--- config.mk ---
export PLATFORM = sky130hd
export DESIGN_NAME = sdtx_seq
export DESIGN_NICKNAME = d
export VERILOG_FILES = /design/src/rtl/sdtx_pkg.sv /design/src/rtl/sdtx_err_class.sv /design/src/rtl/sdtx_evt_merge.sv /design/src/rtl/sdtx_wdog.sv /design/src/rtl/sdtx_seq.sv
export SDC_FILE = /design/constraint.sdc
export NUM_CORES = 1
export LEC_CHECK = 0
export BUFFER_PORTS_ARGS = -buffer_cell sky130_fd_sc_hd__buf_2
export CAP_MARGIN = 25
export CORE_MARGIN = 5
export CORE_UTILIZATION = 46
export DETAILED_ROUTE_END_ITERATION = 12
export GPL_TIMING_DRIVEN = 0
export PLACE_DENSITY = 0.74
export SLEW_MARGIN = 20
export SYNTH_ARGS = -nofsm -noshare
export SYNTH_HDL_FRONTEND = slang
export SYNTH_SLANG_ARGS = --single-unit
--- constraint.sdc ---
create_clock -name clk_i -period 2.9 [get_ports clk_i]
set_clock_uncertainty 0.1 [all_clocks]
set_input_delay 0.145 -clock clk_i [delete_from_list [all_inputs] [get_ports clk_i]]
set_output_delay 0.145 -clock clk_i [all_outputs]
set_load 0.1 [all_outputs]
--- src/rtl/sdtx_pkg.sv ---
package sdtx_pkg;
  localparam int EVT_W = 32;

  // int status bit positions
  localparam int B_RSP_ERR   = 1;
  localparam int B_CMD_DONE  = 2;
  localparam int B_DATA_OVER = 3;
  localparam int B_RSP_CRC   = 6;
  localparam int B_DAT_CRC   = 7;
  localparam int B_RSP_TO    = 8;
  localparam int B_DAT_TO    = 9;
  localparam int B_HOST_TO   = 10;
  localparam int B_START_ERR = 13;
  localparam int B_END_ERR   = 15;
  // dma status bit positions
  localparam int B_DMA_TX    = 0;
  localparam int B_DMA_RX    = 1;
  localparam int B_DMA_SUM   = 8;

  localparam logic [EVT_W-1:0] CMD_ERR_M =
      (EVT_W'(1) << B_RSP_ERR) | (EVT_W'(1) << B_RSP_CRC) | (EVT_W'(1) << B_RSP_TO);
  localparam logic [EVT_W-1:0] DAT_ERR_M =
      (EVT_W'(1) << B_DAT_TO) | (EVT_W'(1) << B_DAT_CRC) | (EVT_W'(1) << B_HOST_TO) |
      (EVT_W'(1) << B_START_ERR) | (EVT_W'(1) << B_END_ERR);
  localparam logic [EVT_W-1:0] DMA_DONE_M =
      (EVT_W'(1) << B_DMA_TX) | (EVT_W'(1) << B_DMA_RX) | (EVT_W'(1) << B_DMA_SUM);

  typedef enum logic [1:0] {
    ST_IDLE = 2'd0,
    ST_CMD  = 2'd1,
    ST_DATA = 2'd2,
    ST_BUSY = 2'd3
  } seq_st_e;

  typedef enum logic [2:0] {
    E_OK      = 3'd0,
    E_TIMEOUT = 3'd1,
    E_CRC     = 3'd2,
    E_RESP    = 3'd3,
    E_FAIL    = 3'd4
  } sd_err_e;

  typedef struct packed {
    logic rto;
    logic rcrc;
    logic rerr;
    logic dto;
    logic dcrc;
    logic hto;
    logic sbe;
    logic ebe;
  } err_flags_t;
endpackage

--- src/rtl/sdtx_err_class.sv ---
module sdtx_err_class
  import sdtx_pkg::*;
(
  input  err_flags_t flg_i,
  input  logic       rsp_exp_i,
  input  logic       crc_chk_i,
  input  logic       is_read_i,
  output sd_err_e    cmd_code_o,
  output sd_err_e    dat_code_o
);
  always_comb begin
    if (flg_i.rto && rsp_exp_i)      cmd_code_o = E_TIMEOUT;
    else if (flg_i.rcrc && crc_chk_i) cmd_code_o = E_CRC;
    else if (flg_i.rerr)             cmd_code_o = E_RESP;
    else                             cmd_code_o = E_OK;
  end

  always_comb begin
    if (flg_i.dto)                         dat_code_o = E_TIMEOUT;
    else if (flg_i.dcrc)                   dat_code_o = E_CRC;
    else if (flg_i.ebe && !is_read_i)      dat_code_o = E_TIMEOUT;
    else if (flg_i.hto || flg_i.sbe || flg_i.ebe) dat_code_o = E_FAIL;
    else                                   dat_code_o = E_OK;
  end
endmodule

--- src/rtl/sdtx_evt_merge.sv ---
module sdtx_evt_merge #(
  parameter int W     = 32,
  parameter int WORDS = 2
) (
  input  logic                    clk_i,
  input  logic                    rst_ni,
  input  logic                    clr_i,
  input  logic                    ld_i,
  input  logic [WORDS-1:0][W-1:0] evt_i,
  input  logic [WORDS-1:0][W-1:0] left_i,
  output logic [WORDS-1:0][W-1:0] mrg_o
);
  for (genvar g = 0; g < WORDS; g++) begin : g_word
    logic [W-1:0] pend_q;
    always_ff @(posedge clk_i or negedge rst_ni) begin
      if (!rst_ni)    pend_q <= '0;
      else if (clr_i) pend_q <= '0;
      else if (ld_i)  pend_q <= left_i[g];
    end
    assign mrg_o[g] = evt_i[g] | pend_q;
  end
endmodule

--- src/rtl/sdtx_wdog.sv ---
module sdtx_wdog #(
  parameter int TO_W = 16
) (
  input  logic            clk_i,
  input  logic            rst_ni,
  input  logic            run_i,
  input  logic            kick_i,
  input  logic [TO_W-1:0] limit_i,
  output logic            expire_o
);
  logic [TO_W-1:0] cnt_q;

  always_ff @(posedge clk_i or negedge rst_ni) begin
    if (!rst_ni)                cnt_q <= '0;
    else if (!run_i || kick_i)  cnt_q <= '0;
    else                        cnt_q <= cnt_q + TO_W'(1);
  end

  assign expire_o = run_i && !kick_i && (limit_i != '0) && (cnt_q == limit_i - TO_W'(1));
endmodule

--- src/rtl/sdtx_seq.sv ---
module sdtx_seq
  import sdtx_pkg::*;
#(
  parameter int DESC_W = 8,
  parameter int TO_W   = 16
) (
  input  logic              clk_i,
  input  logic              rst_ni,
  input  logic              start_i,
  input  logic              rsp_exp_i,
  input  logic              crc_chk_i,
  input  logic              has_data_i,
  input  logic              is_read_i,
  input  logic [DESC_W-1:0] desc_cnt_i,
  input  logic [TO_W-1:0]   timeout_i,
  input  logic              evt_valid_i,
  input  logic [31:0]       int_sts_i,
  input  logic [31:0]       dma_sts_i,
  output logic              done_o,
  output logic [2:0]        err_o,
  output logic              fifo_rst_o,
  output logic              dma_stop_o,
  output logic              dma_resume_o
);
  localparam int NWORD = 2;
  localparam int IW    = 0;
  localparam int DW    = 1;

  seq_st_e           state_q, nxt_st;
  sd_err_e           err_q, nxt_err, err_out_q, cmd_code, dat_code;
  logic [DESC_W-1:0] cnt_q, nxt_cnt;
  logic              rsp_q, crc_q, dat_q, rd_q;
  logic              done_q, fifo_q, stop_q, res_q;
  logic              fifo_c, stop_c, res_c;
  logic              active, go, start_ok, wd_expire, finish;
  logic [NWORD-1:0][EVT_W-1:0] evt_in, evt_left, evt_mrg;
  logic [EVT_W-1:0]  m_int, m_dma, e_int, e_dma;
  err_flags_t        flg;

  assign active   = (state_q != ST_IDLE);
  assign go       = active && evt_valid_i;
  assign start_ok = start_i && !active;

  assign evt_in[IW]   = int_sts_i;
  assign evt_in[DW]   = dma_sts_i;
  assign evt_left[IW] = e_int;
  assign evt_left[DW] = e_dma;
  assign m_int        = evt_mrg[IW];
  assign m_dma        = evt_mrg[DW];

  sdtx_evt_merge #(.W(EVT_W), .WORDS(NWORD)) u_merge (
    .clk_i  (clk_i),
    .rst_ni (rst_ni),
    .clr_i  (start_ok),
    .ld_i   (go),
    .evt_i  (evt_in),
    .left_i (evt_left),
    .mrg_o  (evt_mrg)
  );

  assign flg.rto  = m_int[B_RSP_TO];
  assign flg.rcrc = m_int[B_RSP_CRC];
  assign flg.rerr = m_int[B_RSP_ERR];
  assign flg.dto  = m_int[B_DAT_TO];
  assign flg.dcrc = m_int[B_DAT_CRC];
  assign flg.hto  = m_int[B_HOST_TO];
  assign flg.sbe  = m_int[B_START_ERR];
  assign flg.ebe  = m_int[B_END_ERR];

  sdtx_err_class u_class (
    .flg_i      (flg),
    .rsp_exp_i  (rsp_q),
    .crc_chk_i  (crc_q),
    .is_read_i  (rd_q),
    .cmd_code_o (cmd_code),
    .dat_code_o (dat_code)
  );

  sdtx_wdog #(.TO_W(TO_W)) u_wdog (
    .clk_i    (clk_i),
    .rst_ni   (rst_ni),
    .run_i    (active),
    .kick_i   (evt_valid_i),
    .limit_i  (timeout_i),
    .expire_o (wd_expire)
  );

  // phases evaluated in order so one event can chain through all of them
  always_comb begin
    nxt_st  = state_q;
    nxt_err = err_q;
    nxt_cnt = cnt_q;
    e_int   = m_int;
    e_dma   = m_dma;
    fifo_c  = 1'b0;
    stop_c  = 1'b0;
    res_c   = 1'b0;
    if (go) begin
      if (nxt_st == ST_CMD) begin
        if (cmd_code != E_OK) begin
          nxt_err = cmd_code;
          stop_c  = dat_q;
        end
        e_int = e_int & ~CMD_ERR_M;
        if (m_int[B_CMD_DONE]) begin
          e_int[B_CMD_DONE] = 1'b0;
          if (nxt_err != E_OK || !dat_q) nxt_st = ST_IDLE;
          else                           nxt_st = ST_DATA;
        end
      end
      if (nxt_st == ST_DATA) begin
        if ((e_int & DAT_ERR_M) != '0) begin
          e_int   = e_int & ~DAT_ERR_M;
          nxt_err = dat_code;
          fifo_c  = 1'b1;
          stop_c  = 1'b1;
        end
        if ((e_dma & DMA_DONE_M) != '0) begin
          e_dma   = e_dma & ~DMA_DONE_M;
          nxt_cnt = cnt_q - DESC_W'(1);
          if (nxt_cnt != '0) res_c = 1'b1;
          else               nxt_st = ST_BUSY;
        end
        if (m_int[B_START_ERR] || m_int[B_DATA_OVER]) nxt_st = ST_IDLE;
      end
      if (nxt_st == ST_BUSY) begin
        if (e_int[B_DATA_OVER]) begin
          e_int[B_DATA_OVER] = 1'b0;
          if (dat_code != E_OK) begin
            nxt_err = dat_code;
            fifo_c  = 1'b1;
            stop_c  = 1'b1;
          end
          nxt_st = ST_IDLE;
        end
      end
    end
    if (wd_expire) begin
      nxt_st  = ST_IDLE;
      nxt_err = E_TIMEOUT;
      stop_c  = 1'b1;
    end
  end

  assign finish = active && (nxt_st == ST_IDLE) && (go || wd_expire);

  always_ff @(posedge clk_i or negedge rst_ni) begin
    if (!rst_ni) begin
      state_q   <= ST_IDLE;
      err_q     <= E_OK;
      err_out_q <= E_OK;
      cnt_q     <= '0;
      rsp_q     <= 1'b0;
      crc_q     <= 1'b0;
      dat_q     <= 1'b0;
      rd_q      <= 1'b0;
      done_q    <= 1'b0;
      fifo_q    <= 1'b0;
      stop_q    <= 1'b0;
      res_q     <= 1'b0;
    end else begin
      done_q <= finish;
      fifo_q <= fifo_c;
      stop_q <= stop_c;
      res_q  <= res_c;
      if (finish) err_out_q <= nxt_err;
      if (start_ok) begin
        state_q <= ST_CMD;
        err_q   <= E_OK;
        cnt_q   <= desc_cnt_i;
        rsp_q   <= rsp_exp_i;
        crc_q   <= crc_chk_i;
        dat_q   <= has_data_i;
        rd_q    <= is_read_i;
      end else if (go || wd_expire) begin
        state_q <= nxt_st;
        err_q   <= nxt_err;
        cnt_q   <= nxt_cnt;
      end
    end
  end

  assign done_o       = done_q;
  assign err_o        = err_out_q;
  assign fifo_rst_o   = fifo_q;
  assign dma_stop_o   = stop_q;
  assign dma_resume_o = res_q;
endmodule

==> flow_summary.yaml <==
floorplan:
  start_util: 0.4681
  die_y_um: 92.92
  ios: 103
  coreArea_mm2: 0.006756
  die_width_um: 92.92
  die_area_mm2: 0.008634
  rows: 30
detailed_routing:
  drc: 0
  antenna_left: 0
  vias_per_cell: 5.710
  dr_total_vias: 2878
  routed_wl_um: 7186
  wire_per_inst_um: 14.26
  dr.pass1.iters: 4
  dr.first_iter.drc_count: 107
layout:
  nets: 523
  final_cell_mix: "nor2_1, dfrtp_1, buf_2, a21oi_1, xor2_1"
  diodes: 0
  fill_cells: 616
  fin_cells: 504
  multi_input_comb_area_mm2: 0.001749
  syn_to_final_growth_pct: 18.95
  layout_commonest_cell: "nor2_1"
  post-route-cell-area_mm2: 0.003762
  seq_area_mm2: 0.001326
  drive_gt1_frac: 0.1792
worst_hold_path:
  holdPathEnd: "cnt_q[2]"
  holdPathStages: 3
  min_from: "desc_cnt_i[2]"
  hold_class: "in -> reg"
logic_synthesis:
  async_reset_ff_frac: 1.000
  seq_area_frac_synth: 0.4193
  syn-cell-area_mm2: 0.003163
  synth-seq-cells: 53
  synth.distinct_cells: 54
  synth_edf_count: 0
  syn-num-nets: 450
  synth_ff_type: "dfrtp_1"
  avgSynthCellArea_um2: 9.037
  yosys_warnings: 0
  syn-instance-count: 350
clock_tree:
  cts_tree: "yes"
  cts_sinks: 53
  clk_pin_slew_ns: 0.09
  cts_buffers: 5
  htree_levels: 2
  clock_path_buffers: 2
  clk_latency_ns: 0.30
  clockRootBuffer: "clkbuf_8"
power_and_ir_drop:
  ir_drop_uv: 325.2
  power_density_mw_per_mm2: 549.2
  p_leak_uw: 0.001652
global_routing:
  grt_overflow: 0
  grt_pass1_wl_um: 12570
  grt_pass1_vias: 2834
  grt.total_usage: 0.1757
  antenna_found_initial: 0
  grt_max_degree: 54
timing:
  hold_violations: 1
  fin_setup_tns_ns: 0
  max_freq_mhz: 360.6
  worstMarginPinSlew_ns: 0.6519
  hold_slack_ns: -0.004915
  relSlewSlack: 0.5625
  period_share: 0.9562
  finalSetupViolCount: 0
  drv_slew: 0
  min_period_ns: 2.773
setup_path:
  worstReg2RegEnd: "err_o[1]"
  reg2reg_setup_slack_ns: 0.13
  crit_path_start_kind: "flip-flop"
  crit_path_start: "state_q[0]"
  cp_data_arrival_time_ns: 2.86
  path_max_fanout: 8
  cp-end-kind: "flip-flop"
  path_class: "reg -> reg"
  critPathRequiredTime_ns: 2.99
  reg2reg_depth: 9
  r2r_start: "state_q[0]"
placed_design:
  finalWeightedCongestion: 0.8380
  dp.cells: 480
  dpl_cell_area_mm2: 0.003516
  place.detailed.hpwl_um: 5335
  io_buffers: 50
run:
  max-cap-violations: 0
outcome:
  violations: "negative hold slack"
  status: "complete, but fails checks"
## sequential cells by signal, summed over array words and instances, names as in the netlist
signal,flops
dma_resume_o,1
u_merge.g_word.pend_q,13
u_wdog.cnt_q,16
rsp_q,1
cnt_q,8
state_q,2
err_q,3
fifo_rst_o,1
dma_stop_o,1
crc_q,1
err_o,3
rd_q,1
done_o,1
dat_q,1
## power breakdown
| part | leakage (uW) | internal [uW] | total (uW) | switching (uW) |
|---|---|---|---|---|
| sequential | 0.000690 | 872 | 985 | 112 |
| clock | 0.0000450 | 168 | 399 | 231 |
| combinational | 0.000917 | 248 | 682 | 434 |
| total | 0.00165 | 1290 | 2070 | 778 |
## how the worst max path moves through the flow
stage | endpoint | slack, ns
after floorplan | err_o[1] | 0.18
after global placement | err_o[1] | -0.24
after detailed placement | err_o[1] | -0.33
after CTS | err_o[1] | 0.01
after global routing | err_o[1] | -0.05
final | err_o[1] | 0.13
## timing repair
action	in CTS	in global routing
setup endpoints to repair	0	10
hold buffers	15	0
endpoints found under the hold margin	67	0
buffers inserted	0	2
gates resized for setup	0	2
## critical path, stage by stage (launching register included)
cell and delay, ns:
dfrtp_1 0.47, nor2_1 0.14, or2_2 0.28, clkbuf_1 0.21
a2111oi_1 0.41, nand4_1 0.21, a2111oi_4 0.37, buf_4 0.22
o21bai_2 0.10, o2bb2ai_1 0.15
## synth_stat cells (2+ instances only)
| master | count | area (um^2) |
|---|---|---|
| nand3b_1 | 2 | 15.01 |
| o2bb2ai_1 | 2 | 17.52 |
| a22o_1 | 4 | 35.03 |
| and3_1 | 5 | 31.28 |
| o21ai_1 | 2 | 10.01 |
| o311ai_0 | 2 | 17.52 |
| nand4_1 | 3 | 18.77 |
| nor3_1 | 9 | 45.04 |
| nand2_1 | 15 | 56.30 |
| nor2b_1 | 4 | 25.02 |
| o211ai_1 | 5 | 37.54 |
| or4_1 | 4 | 30.03 |
| inv_1 | 12 | 45.04 |
| xnor2_1 | 16 | 140.1 |
| a31oi_1 | 4 | 25.02 |
| or4_4 | 2 | 22.52 |
| clkbuf_1 | 9 | 33.78 |
| dfrtp_1 | 53 | 1326 |
| nor4_1 | 8 | 50.05 |
| or2_2 | 4 | 25.02 |
| nand3_1 | 13 | 65.06 |
| a2111oi_0 | 3 | 26.28 |
| o21ai_0 | 12 | 60.06 |
| and3b_1 | 2 | 17.52 |
| ha_1 | 4 | 50.05 |
| nor2_1 | 59 | 221.5 |
| o22ai_1 | 2 | 12.51 |
| a21o_1 | 5 | 37.54 |
| or3_1 | 8 | 50.05 |
| nand2b_1 | 3 | 18.77 |
| xor2_1 | 20 | 175.2 |
| a211o_1 | 2 | 17.52 |
| a21oi_1 | 26 | 130.1 |
| mux2_2 | 6 | 67.56 |
## through the flow
stage / setup slack [ns] / util / power, uW / hold WS [ns]
2_1_floorplan: 0.1810 / - / 1483 / -0.2506
3_3_place_gp: -0.2431 / 0.5200 / 1654 / 0.2787
3_5_place_dp: -0.3267 / 0.5204 / 1673 / 0.1252
4_1_cts: 0.01193 / 0.5548 / 2091 / 0.002659
5_1_grt: -0.05353 / 0.5569 / 2222 / 0.007651
6_report: 0.1269 / 0.5569 / 2066 / -0.004915
## logic make-up after synthesis
kind of cell	after synthesis	synth area share
AOI/OAI and AO/OA	83	0.1820
buffers and inverters	22	0.02848
muxes	7	0.02452
xor gates and xnor gates	36	0.09968
adders and majority gates	4	0.01582
DFF	53	0.4193
and+or+nand+nor	145	0.2302
## final cells by class
class | count | area share
Multi-Input combinational cell | 275 | 0.4649
Sequential cell | 53 | 0.3525
Timing Repair Buffer | 67 | 0.1111
Tap cell | 80 | 0.02660
Clock buffer | 6 | 0.01929
Inverter | 12 | 0.01197
Buffer | 9 | 0.01097
Clock inverter | 2 | 0.002660
## routing by layer
metal,vias up,track usage,wire length (um)
li1,1416,-,-
met1,1374,0.2110,3113
met2,75,0.3245,3603
met3,13,0.02843,363
met4,0,0.04396,106
met5,-,0,0
Power figures use the tool's default switching activity.
